**src/rtl/ctxsave_pkg.sv**
```systemverilog
package ctxsave_pkg;
   typedef enum logic [1:0] {
      ST_IDLE  = 2'd0,
      ST_WRITE = 2'd1,
      ST_FIN   = 2'd2
   } seq_state_e;

   localparam int CTX_BYTES = 4;
   localparam int BUS_W     = 16;
endpackage

```
**src/rtl/ctx_sp_select.sv**
```systemverilog
module ctx_sp_select #(
   parameter int AW     = 16,
   parameter int SWN_W  = 6,
   parameter int USR_LO = 32,
   parameter int USR_HI = 63
) (
   input  logic [AW-1:0]    isp_i,
   input  logic [AW-1:0]    usp_i,
   input  logic             ustk_sel_i,
   input  logic             swint_i,
   input  logic [SWN_W-1:0] swnum_i,
   output logic [AW-1:0]    sp_o,
   output logic             is_user_o
);
   localparam int NW = SWN_W + 1;
   localparam logic [NW-1:0] LO_V = NW'(USR_LO);
   localparam logic [NW-1:0] HI_V = NW'(USR_HI);

   generate
      if (USR_LO > USR_HI || USR_HI >= (1 << SWN_W)) begin : g_bad_range
         $error("ctx_sp_select: user-stack number range does not fit SWN_W");
      end
   endgenerate

   logic [NW-1:0] num_ext;
   logic          in_range;

   assign num_ext   = {1'b0, swnum_i};
   assign in_range  = swint_i && (num_ext >= LO_V) && (num_ext <= HI_V);
   assign is_user_o = in_range && ustk_sel_i;
   assign sp_o      = is_user_o ? usp_i : isp_i;
endmodule

```
**src/rtl/ctx_write_plan.sv**
```systemverilog
module ctx_write_plan #(
   parameter int AW    = 16,
   parameter int CTX_B = 4,
   parameter int DW    = 16
) (
   input  logic [1:0]         step_i,
   input  logic               odd_i,
   input  logic [AW-1:0]      base_i,
   input  logic [8*CTX_B-1:0] img_i,
   output logic [AW-1:0]      addr_o,
   output logic [DW-1:0]      data_o,
   output logic               word_o,
   output logic               last_o
);
   generate
      if (CTX_B != 4) begin : g_bad_ctx
         $error("ctx_write_plan: context image must be four bytes");
      end
      if (DW != 16) begin : g_bad_bus
         $error("ctx_write_plan: write bus must be 16 bits");
      end
   endgenerate

   logic [7:0] lane [CTX_B];

   generate
      for (genvar g = 0; g < CTX_B; g++) begin : g_lane
         assign lane[g] = img_i[8*g +: 8];
      end
   endgenerate

   // byte offset above base-4 for the current step
   logic [1:0] off;

   always_comb begin
      if (odd_i) off = 2'd3 - step_i;
      else       off = {~step_i[0], 1'b0};
   end

   assign addr_o = base_i - AW'(CTX_B) + AW'(off);
   assign data_o = odd_i ? {8'h00, lane[off]} : {lane[off | 2'd1], lane[off]};
   assign word_o = !odd_i;
   assign last_o = odd_i ? (step_i == 2'd3) : step_i[0];
endmodule

```
**src/rtl/ctx_save_seq.sv**
```systemverilog
module ctx_save_seq
   import ctxsave_pkg::*;
#(
   parameter int AW     = 16,
   parameter int FLGW   = 16,
   parameter int PCW    = 20,
   parameter int SWN_W  = 6,
   parameter int USR_LO = 32,
   parameter int USR_HI = 63
) (
   input  logic             clk,
   input  logic             rst,
   input  logic             start_i,
   input  logic [AW-1:0]    isp_i,
   input  logic [AW-1:0]    usp_i,
   input  logic             ustk_sel_i,
   input  logic             swint_i,
   input  logic [SWN_W-1:0] swnum_i,
   input  logic [FLGW-1:0]  flg_i,
   input  logic [PCW-1:0]   pc_i,
   output logic             wr_en_o,
   output logic [AW-1:0]    wr_addr_o,
   output logic [15:0]      wr_data_o,
   output logic             wr_word_o,
   input  logic             wr_ack_i,
   output logic             done_o,
   output logic [AW-1:0]    sp_o,
   output logic             sp_user_o
);
   localparam int IMG_W = 8 * CTX_BYTES;

   generate
      if (FLGW != 16 || PCW != 20) begin : g_bad_ctx
         $error("ctx_save_seq: context layout needs a 16-bit flag word and a 20-bit PC");
      end
      if (AW < 4) begin : g_bad_aw
         $error("ctx_save_seq: stack pointer too narrow");
      end
   endgenerate

   seq_state_e       state;
   logic [1:0]       step;
   logic [AW-1:0]    base_sp;
   logic             use_user;
   logic [IMG_W-1:0] ctx_img;
   logic [AW-1:0]    sel_sp;
   logic             sel_user;
   logic             last_step;
   logic [IMG_W-1:0] img_in;
   logic             unused_flg_mid;

   ctx_sp_select #(
      .AW(AW), .SWN_W(SWN_W), .USR_LO(USR_LO), .USR_HI(USR_HI)
   ) u_sel (
      .isp_i      (isp_i),
      .usp_i      (usp_i),
      .ustk_sel_i (ustk_sel_i),
      .swint_i    (swint_i),
      .swnum_i    (swnum_i),
      .sp_o       (sel_sp),
      .is_user_o  (sel_user)
   );

   // bytes from base-4 upward: PC low, PC mid, flag low, flag top nibble with PC top nibble
   assign img_in         = {flg_i[15:12], pc_i[19:16], flg_i[7:0], pc_i[15:0]};
   assign unused_flg_mid = ^flg_i[11:8];

   always_ff @(posedge clk) begin
      if (rst) begin
         state    <= ST_IDLE;
         step     <= 2'd0;
         base_sp  <= '0;
         use_user <= 1'b0;
         ctx_img  <= '0;
      end else begin
         case (state)
            ST_IDLE: if (start_i) begin
               state    <= ST_WRITE;
               step     <= 2'd0;
               base_sp  <= sel_sp;
               use_user <= sel_user;
               ctx_img  <= img_in;
            end
            ST_WRITE: if (wr_ack_i) begin
               if (last_step) state <= ST_FIN;
               else           step  <= step + 2'd1;
            end
            default: state <= ST_IDLE;
         endcase
      end
   end

   ctx_write_plan #(
      .AW(AW), .CTX_B(CTX_BYTES), .DW(BUS_W)
   ) u_plan (
      .step_i (step),
      .odd_i  (base_sp[0]),
      .base_i (base_sp),
      .img_i  (ctx_img),
      .addr_o (wr_addr_o),
      .data_o (wr_data_o),
      .word_o (wr_word_o),
      .last_o (last_step)
   );

   assign wr_en_o   = (state == ST_WRITE);
   assign done_o    = (state == ST_FIN);
   assign sp_o      = base_sp - AW'(CTX_BYTES);
   assign sp_user_o = use_user;

   // distance of the current write below the captured pointer
   logic [AW-1:0] back_off;
   assign back_off = base_sp - wr_addr_o;

   p_size_follows_parity_r3: assert property (@(posedge clk) disable iff (rst)
      wr_en_o |-> (wr_word_o == !base_sp[0]));

   p_word_even_addr_r6: assert property (@(posedge clk) disable iff (rst)
      (wr_en_o && wr_word_o) |-> !wr_addr_o[0]);

   p_write_window_r5: assert property (@(posedge clk) disable iff (rst)
      wr_en_o |-> (back_off >= AW'(1) && back_off <= AW'(CTX_BYTES)));

   p_descending_r4: assert property (@(posedge clk) disable iff (rst)
      (wr_en_o && wr_ack_i && !last_step) |=> (wr_en_o && back_off > $past(back_off)));

   p_hold_until_ack_r7: assert property (@(posedge clk) disable iff (rst)
      (wr_en_o && !wr_ack_i) |=> (wr_en_o && $stable(wr_addr_o) && $stable(wr_data_o)
                                  && $stable(wr_word_o)));

   p_busy_ignores_start_r8: assert property (@(posedge clk) disable iff (rst)
      (state != ST_IDLE && start_i) |=> $stable(base_sp));

   p_done_single_r9: assert property (@(posedge clk) disable iff (rst)
      done_o |=> (!done_o && !wr_en_o));
endmodule

```
**config.mk**
```make
export PLATFORM = sky130hd
export DESIGN_NAME = ctx_save_seq
export DESIGN_NICKNAME = d
export VERILOG_FILES = /design/src/rtl/ctxsave_pkg.sv /design/src/rtl/ctx_sp_select.sv /design/src/rtl/ctx_write_plan.sv /design/src/rtl/ctx_save_seq.sv
export SDC_FILE = /design/constraint.sdc
export NUM_CORES = 1
export LEC_CHECK = 0
export BUFFER_PORTS_ARGS = -buffer_cell sky130_fd_sc_hd__buf_4
export CAP_MARGIN = 20
export CORE_MARGIN = 8
export CORE_UTILIZATION = 40
export CTS_CLUSTER_DIAMETER = 50
export CTS_CLUSTER_SIZE = 30
export DETAILED_ROUTE_END_ITERATION = 10
export HOLD_SLACK_MARGIN = 0.15
export PLACE_DENSITY = 0.8
export SLEW_MARGIN = 15
export SYNTH_ARGS = -nofsm -noshare
export SYNTH_HDL_FRONTEND = slang
export SYNTH_SLANG_ARGS = --single-unit
```
**constraint.sdc**
```tcl
create_clock -name clk -period 3.7 [get_ports clk]
set_input_delay 0.37 -clock clk [delete_from_list [all_inputs] [get_ports clk]]
set_output_delay 0.37 -clock clk [all_outputs]
set_load 0.02 [all_outputs]
```
==> impl_metrics.tcl, run 1 <==
set metrics [dict create \
    status "completed" \
    synth_top_flop_cell "dfxtp_1" \
    met3_usage_pct 3.58 \
    dieHeight_um 103 \
    placed_cell_area_um2 3970 \
    crit_end "wr_addr_o[13]" \
    ys_top_cells_by_area "dfxtp_1 35%, mux2i_1 9.3%, nand2_1 8.5%" \
    synth_cell_types 47 \
    wire_per_inst_um 14.8 \
    via_count 2869 \
    p_per_area_nw_per_um2 391 \
    rsz0062_at_grt "no" \
    synth_seq_cells 53 \
    cap_violations 0 \
    post-cts-setup-buffer-count 0 \
    use_met2_pct 27.8 \
    syn_area_um2 3010 \
    slew_headroom_pct 26.2 \
    avgSynthCellArea_um2 8.21 \
    placementRows 31 \
    dr.pass1.iters 4 \
    synth_most_common_cell "nand2_1" \
    crit_type "flip-flop to output pin" \
    yosysWarnings 0 \
    h-tree-depth 2 \
    drtIter0Drc 99 \
    synth.net_count 452 \
    grt_pass1_wl_um 13300 \
    clock_path_buffers 2 \
    cts_root_buf "clkbuf_8" \
    final.min_clock_period_ps 3360 \
    grt_pass1_vias 2821 \
    setup_viol 0 \
    drc 0 \
    initial_core_util_pct 41.3 \
    hold_viol_final 0 \
    synth_top_area_share_pct 35.2 \
    synth_common_cells "68 x nand2_1, 53 x dfxtp_1, 37 x nor2_1" \
    wl_um 8440 \
    dp_slack_ps 653 \
    hold_class "primary input to flip-flop" \
    worstPathRequired_ps 3330 \
    tightest_slew_ps 1100 \
    r2r_cells 5 \
    skew_ps 5.54 \
    final_cells 570 \
    cp-startpoint "base_sp[2]$_SDFFE_PP0P_" \
    grtUsageMet1_pct 18.5 \
    dp_hpwl_um 6520 \
    cts_tree "done" \
    layout.nets 555 \
    fmax_ghz 0.297 \
    core_area_um2 7290 \
    vdd_drop_max_uv 183 \
    die_w_um 103 \
    die-area_um2 10600 \
    cts_buffers 5 \
    grt_usage_pct 15.7 \
    cts_sinks 53 \
    finalWorstSetupSlack_ps 336 \
    design_area_um2 4060 \
    p_leak_nw 1.82 \
    antenna_left 0 \
    yosysSeqAreaShare_pct 35.2 \
    num_antenna_cells 0 \
    period_share_pct 90.9 \
    r2r-end "ctx_img[3]$_SDFFE_PP0P_" \
    report.final.slew_viol_count 0 \
    cp.arrival_ps 2990 \
    critPathCaptureType "output pin" \
    path_max_fanout 6 \
    avgViaCountPerCell 5.03 \
    drive_gt1_share_pct 32.5 \
    grt-ovfl-total 0 \
    yosysTopAreaCell "dfxtp_1" \
    rr_startpoint "state[0]$_SDFFE_PP0P_" \
    antenna_found_initial 0 \
    synth-async-reset-ratio_pct 0 \
    busiest_layer "met2" \
    ctsHoldBuffers 0 \
    pin_count 132 \
    startpoint_type "flip-flop" \
    grt_max_degree 54 \
    postSynthCellCount 367 \
    p_total_w 0.00159 \
    insertion_delay_ps 300 \
    clk_pin_slew_ps 100 \
    synth_edf_count 0 \
    place.port_buffers 122 \
    dp.cells 562 \
    setup-tns-final_ps 0 \
    place.gp.congestion 0.817 \
    rrSetupSlack_ps 1790 \
    cts_resized 0 \
    syn2layout_area_growth_pct 34.7 \
]
## cells by family (layout without fill, tap and decap cells)
| logic type | Yosys count | count (layout) | synth area share [%] |
|---|---|---|---|
| fa+ha+maj | 5 | 5 | 2.33 |
| flops | 53 | 53 | 35.2 |
| compound gates | 67 | 67 | 13.8 |
| mux | 37 | 37 | 15.7 |
| xor+xnor | 20 | 20 | 5.81 |
| buf+inv | 42 | 146 | 5.81 |
| simple gates | 143 | 143 | 21.3 |
## how the worst min path moves through the flow
stage                             start                       end  slack (ps)  depth (start not counted)
6_report                      flg_i[14]  ctx_img[30]$_SDFFE_PP0P_         310                          3
5_1_grt                        pc_i[17]  ctx_img[25]$_SDFFE_PP0P_         290                          3
4_1_cts                       flg_i[14]  ctx_img[30]$_SDFFE_PP0P_         300                          3
3_5_place_dp    ctx_img[4]$_SDFFE_PP0P_   ctx_img[4]$_SDFFE_PP0P_         450                          2
3_3_place_gp    ctx_img[4]$_SDFFE_PP0P_   ctx_img[4]$_SDFFE_PP0P_         440                          2
2_1_floorplan  ctx_img[16]$_SDFFE_PP0P_  ctx_img[16]$_SDFFE_PP0P_         430                          2
## where the power goes
group          leakage [nW]  internal [W]  switching, W
sequential            0.436      0.000610     0.0000402
clock                0.0364      0.000133      0.000185
combinational          1.35      0.000279      0.000338
total                  1.82       0.00102      0.000563
## state kept, by name, summed over array words and instances, names as in the netlist
register,cells
base_sp,16
ctx_img,32
sp_user_o,1
state,2
step,2
## worst max-delay path, cell delays in order (launching register included)
cell and delay, ps:
dfxtp_1 360, inv_1 150, ha_1 220, or3b_1 460, or3_1 390, a2111o_1 480, nor4_2 300, xor2_1 170
buf_4 160
## per-stage QoR
stage	utilization [%]	hold slack, ps
after global routing	55.7	290
after CTS	55.7	298
after global placement	54.4	439
after detailed placement	54.4	447
final	55.7	307
after floorplan	-	433
## layer usage
metal	share of wire [%]	wire length [um]	vias to the layer above
li1	-	-	1474
met1	40	3400	1306
met2	52	4370	85
met3	7.1	598	4
met4	0.85	72	0
met5	0	0	-
## cells in the final DEF, fill, tap and decap left out, drive strengths merged, types with 2 or more instances in the layout
master    instances
or3b              2
or3               2
or2               2
and2              4
mux2i            28
nor3              7
inv              11
a21oi            36
xor2              7
nand2            68
nor4              6
a2111oi           2
clkinvlp          3
nor2b             4
clkbuf            5
o21ai             5
dfxtp            53
nor2             37
ha                4
nand3             4
or4               2
buf             127
xnor2            13
mux4              8
a211oi           16
## final cells by class
class,instances,area [um2]
Sequential cell,53,1060
Fill cell,698,3230
Clock inverter,3,22.5
Inverter,11,41.3
Tap cell,99,124
Clock buffer,5,68.8
Multi-Input combinational cell,272,1790
Timing Repair Buffer,127,953
Note: power is estimated with default switching activity, not from simulation.
==> inputs of run 2 (changes only) <==
Settings changed: CELL_PAD_IN_SITES_DETAIL_PLACEMENT set to 2, CELL_PAD_IN_SITES_GLOBAL_PLACEMENT set to 2, CORE_UTILIZATION 40 to 26, PLACE_DENSITY 0.8 to 0.91.
==> run 2 against run 1 <==
- clock power rose by 42%
- combinational power up 4.4%
- utilization fell by 19 points
- sequential share of layout area is 0.74 points lower
- critical path type unchanged
==> impl_metrics.tcl, run 2 (same netlist as run 1, synthesis figures left out) <==
set metrics [dict create \
    status "completed" \
    place.port_buffers 122 \
    grt-ovfl-total 0 \
    insertion_delay_ps 290 \
    setup-tns-final_ps 0 \
    cts_tree "done" \
    hold_viol_final 0 \
    antenna_found_initial 0 \
    intPower_w 0.00114 \
    dieHeight_um 124 \
    grt_max_degree 54 \
    reg.largest.list "ctx_img: 32 flops, base_sp: 16 flops" \
    cts_sinks 53 \
    crit_type "flip-flop to output pin" \
    wire_per_inst_um 18.1 \
    swShare_pct 34.9 \
    cts_resized 0 \
    p_clk_share_pct 25.9 \
    die_w_um 124 \
    final_common_cell "buf_4" \
    final_cell_mix "127 x buf_4, 68 x nand2_1, 53 x dfxtp_1, 36 x nor2_1, 36 x a21oi_1" \
    layout.nets 556 \
    p_leak_nw 1.86 \
    grt_pass1_wl_um 17200 \
    dp_hpwl_um 8780 \
    fmax_ghz 0.296 \
    vdd_drop_max_uv 160 \
    p_per_area_nw_per_um2 419 \
    period_share_pct 91.4 \
    pin_count 132 \
    report.final.slew_viol_count 0 \
    critPathCaptureType "output pin" \
    num_antenna_cells 0 \
    placementRows 39 \
    p_seq_share_pct 37.3 \
    p_total_w 0.00175 \
    rrSetupSlack_ps 1760 \
    startpoint_type "flip-flop" \
    clock_path_buffers 2 \
    post-cts-setup-buffer-count 0 \
    die-area_um2 15300 \
    hold_depth 3 \
    drc 0 \
    wl_um 11200 \
    combPwrFrac_pct 36.8 \
    p_switching_w 0.000609 \
    initial_core_util_pct 26.5 \
    met3_usage_pct 2.13 \
    grtUsageMet1_pct 15.4 \
    skew_ps 1.83 \
    cts_root_buf "clkbuf_16" \
    via_count 3024 \
    cts_buffers 5 \
    setup_viol 0 \
    largest_reg_flops 32 \
    cap_violations 0 \
    h-tree-depth 2 \
    rsz0062_at_grt "no" \
    grt_usage_pct 14.1 \
    grt_pass1_vias 3360 \
    place.gp.congestion 0.759 \
    core_area_um2 11400 \
    clk_pin_slew_ps 70 \
    worstPathRequired_ps 3330 \
    drtIter0Drc 108 \
    hold_slack_ps 328 \
    largest-register "ctx_img" \
    n_fill_cell 1294 \
    ctsHoldBuffers 0 \
    busiest_layer "met2" \
    final.min_clock_period_ps 3380 \
    drive_gt1_share_pct 32.4 \
    slew_headroom_pct 51.7 \
    path_max_fanout 6 \
    final_util_pct 36.7 \
    antenna_left 0 \
    avgViaCountPerCell 4.92 \
    syn2layout_area_growth_pct 38.6 \
    dr.pass1.iters 4 \
    cp.arrival_ps 3010 \
    hold_class "primary input to flip-flop" \
    r2r_cells 5 \
    use_met2_pct 27.3 \
    tightest_slew_ps 721 \
]
[run 2: worst paths after layout]
check                                              from                  endpoint
worst max register to register    state[0]$_SDFFE_PP0P_  ctx_img[28]$_SDFFE_PP0P_
worst min register to register  ctx_img[0]$_SDFFE_PP0P_   ctx_img[0]$_SDFFE_PP0P_
worst min-delay path                           pc_i[11]  ctx_img[11]$_SDFFE_PP0P_
worst max-delay path            base_sp[2]$_SDFFE_PP0P_             wr_addr_o[13]
[run 2: power groups by stage]
stage | Sequential (W) | Combinational, W | Clock [W]
after CTS | 0.000652 | 0.000654 | 0.000465
after floorplan | 0.000646 | 0.000391 | 0
after detailed placement | 0.000666 | 0.000651 | 0
after global routing | 0.000660 | 0.000692 | 0.000484
after global placement | 0.000659 | 0.000625 | 0
final | 0.000653 | 0.000644 | 0.000452
[run 2: through the flow]
stage          setup WS (ps)  instance area [um2]  cells
4_1_cts                  314                 4160    614
2_1_floorplan            346                 3010    367
3_5_place_dp             624                 4020    606
3_3_place_gp             699                 4020    606
5_1_grt                  136                 4180    615
6_report                 319                 4180    615
[run 2: routing by layer]
metal | up-vias | share of wire, %
li1 | 1470 | -
met1 | 1470 | 40
met2 | 75 | 54
met3 | 9 | 5.1
met4 | 0 | 1.0
met5 | - | 0
[run 2: area by class of cell]
type                       instances  area [um2]  share of cell area, %
clock inverter                     2        10.0                  0.240
clock buffer                       6         129                   3.09
sequential                        53        1060                   25.4
timing repair buffer             128         968                   23.2
tap                              143         179                   4.28
multi-input combinational        272        1790                   42.8
inverter                          11        41.3                  0.989
[run 2: worst max-delay path, cell delays in order, from the launching register on]
cell      delay (ps)
dfxtp_1          350
inv_1            160
ha_1             220
or3b_1           470
or3_1            390
a2111o_1         490
nor4_2           310
xor2_1           170
buf_4            160
==> inputs of run 3 (changes only) <==
Settings changed: CELL_PAD_IN_SITES_DETAIL_PLACEMENT 2 to 0, CORE_UTILIZATION 26 to 27, CTS_BUF_LIST set to sky130_fd_sc_hd__clkbuf_4, PLACE_DENSITY 0.91 to 0.94.
==> run 3 against run 2 <==
- sequential power fell by 0.6%
- first-iteration DRC count increased by 2.8%
- die area down 3.2%
- critical path type unchanged
- via count decreased by 3.2%
- combinational power fell by 2%
- maximum frequency down 3.3%
- cell area is 2.1% lower
- largest cell class unchanged
- utilization increased by 0.81 points
- highest routed layer unchanged
- largest power group unchanged
- total power fell by 13%
- non-clock buffer count unchanged
- critical endpoint unchanged
- clock skew grew 4.2 ps
- register-to-register slack lost 90 ps
==> impl_metrics.tcl, run 3 (same netlist as run 1, synthesis figures left out) <==
set metrics [dict create \
    dieHeight_um 122 \
    critPathBufInv 2 \
    largest-register "ctx_img" \
    crit_type "flip-flop to output pin" \
    wl_um 9380 \
    dr.pass1.iters 4 \
    cp_slowest_cell "or3b_1" \
    num_antenna_cells 0 \
    cts_resized 0 \
    rsz0062_at_grt "no" \
    hold_slack_ps 239 \
    die_w_um 122 \
    grt_usage_pct 12.1 \
    hold_class "primary input to flip-flop" \
    vdd_drop_max_uv 127 \
    placementRows 38 \
    n_fill_cell 1124 \
    tightest_slew_ps 1020 \
    design_area_um2 4090 \
    p_per_area_nw_per_um2 374 \
    drtIter0Drc 111 \
    post-cts-setup-buffer-count 0 \
    drc 0 \
    place.gp.congestion 0.801 \
    period_share_pct 94.5 \
    antenna_found_initial 0 \
    via_count 2926 \
    fmax_ghz 0.286 \
    dp_hpwl_um 7190 \
    rr_startpoint "state[0]$_SDFFE_PP0P_" \
    cpPeakStageDelay_ps 490 \
    grt_max_degree 54 \
    final_common_cell "buf_4" \
    grt-ovfl-total 0 \
    cp-startpoint "base_sp[2]$_SDFFE_PP0P_" \
    report.final.slew_viol_count 0 \
    clock_path_buffers 2 \
    final.min_clock_period_ps 3500 \
    ctsHoldBuffers 0 \
    initial_core_util_pct 27.7 \
    layout.nets 556 \
    placed_cell_area_um2 4020 \
    slew_headroom_pct 32.1 \
    status "completed" \
    avgViaCountPerCell 4.79 \
    setup-tns-final_ps 0 \
    path_max_fanout 6 \
    pin_count 132 \
    die-area_um2 14800 \
    h-tree-depth 2 \
    clk_pin_slew_ps 150 \
    largest_reg_flops 32 \
    startpoint_type "flip-flop" \
    p_leak_nw 1.83 \
    dp_slack_ps 617 \
    cts_buffers 5 \
    critical-path-top-delay-family "simple AND/OR/NAND/NOR gates" \
    wire_per_inst_um 15.4 \
    insertion_delay_ps 360 \
    cts_sinks 53 \
    worstPathRequired_ps 3330 \
    place.port_buffers 122 \
    cts_tree "done" \
    antenna_left 0 \
    critPathCaptureType "output pin" \
    setup_viol 0 \
    reg.largest.list "ctx_img: 32 flops, base_sp: 16 flops" \
    hold_viol_final 0 \
    grt_pass1_vias 2892 \
    worstHoldStart "flg_i[15]" \
    final_util_pct 37.5 \
    skew_ps 6.03 \
    finalWorstSetupSlack_ps 202 \
    cap_violations 0 \
    core_area_um2 10900 \
    path_cells "inv_1 -> ha_1 -> or3b_1 -> or3_1 -> a2111o_1 -> nor4_2 -> xor2_1 -> buf_4" \
    cts_root_buf "clkbuf_4" \
    cp.arrival_ps 3130 \
    syn2layout_area_growth_pct 35.7 \
    drive_gt1_share_pct 32.5 \
    grt_pass1_wl_um 14800 \
    final_cell_mix "127 x buf_4, 68 x nand2_1, 53 x dfxtp_1, 36 x nor2_1, 36 x a21oi_1" \
]
run 3: changes by cell type in the layout (fill, tap and decap cells not counted):
cell / change
clkbuf_4: +6
clkbuf_16: -5
clkinv_2: -2
clkbuf_1: -1
clkinv_1: +1
nor3b_1: -1
nor3b_2: +1
run 3: per-stage QoR:
stage,power [W],instances
after floorplan,0.00104,367
after global placement,0.00129,603
after detailed placement,0.00130,603
after CTS,0.00155,610
after global routing,0.00163,611
final,0.00153,611
run 3: layer usage:
layer	up-vias	global-route usage (%)	routed length, um
li1	1469	-	-
met1	1369	15.5	4240
met2	78	20.1	4540
met3	10	2.82	486
met4	0	3.16	123
met5	-	0	0
run 3: worst paths after layout:
kind / endpoint / slack, ps / depth (start not counted)
hold / removal: ctx_img[31]$_SDFFE_PP0P_ / 240 / 3
hold reg to reg: ctx_img[4]$_SDFFE_PP0P_ / 460 / 2
setup / recovery: wr_addr_o[13] / 200 / 8
setup reg to reg: ctx_img[10]$_SDFFE_PP0P_ / 1670 / 5
run 3: worst reg2reg max path, delay by kind of cell, from the launching register on:
family / cells / cell delay (ps)
AO/OA/AOI/OAI: 1 / 120
flip-flops: 1 / 350
buffers and inverters: 1 / 410
AND/OR/NAND/NOR: 3 / 1080
run 3: report_power, final:
| part | switching [W] | internal, W |
|---|---|---|
| clock | 0.000171 | 0.0000770 |
| sequential | 0.0000391 | 0.000610 |
| combinational | 0.000349 | 0.000281 |
| total | 0.000559 | 0.000968 |
run 3: area by class of cell:
class | instances | area, um2 | area share [%]
clock inverters | 1 | 3.75 | 0.0918
repair buffers | 128 | 968 | 23.7
clock buffers | 6 | 45.0 | 1.10
inverters | 11 | 41.3 | 1.01
well taps | 140 | 175 | 4.29
multi-input cells | 272 | 1790 | 43.9
flip-flops and latches | 53 | 1060 | 26.0
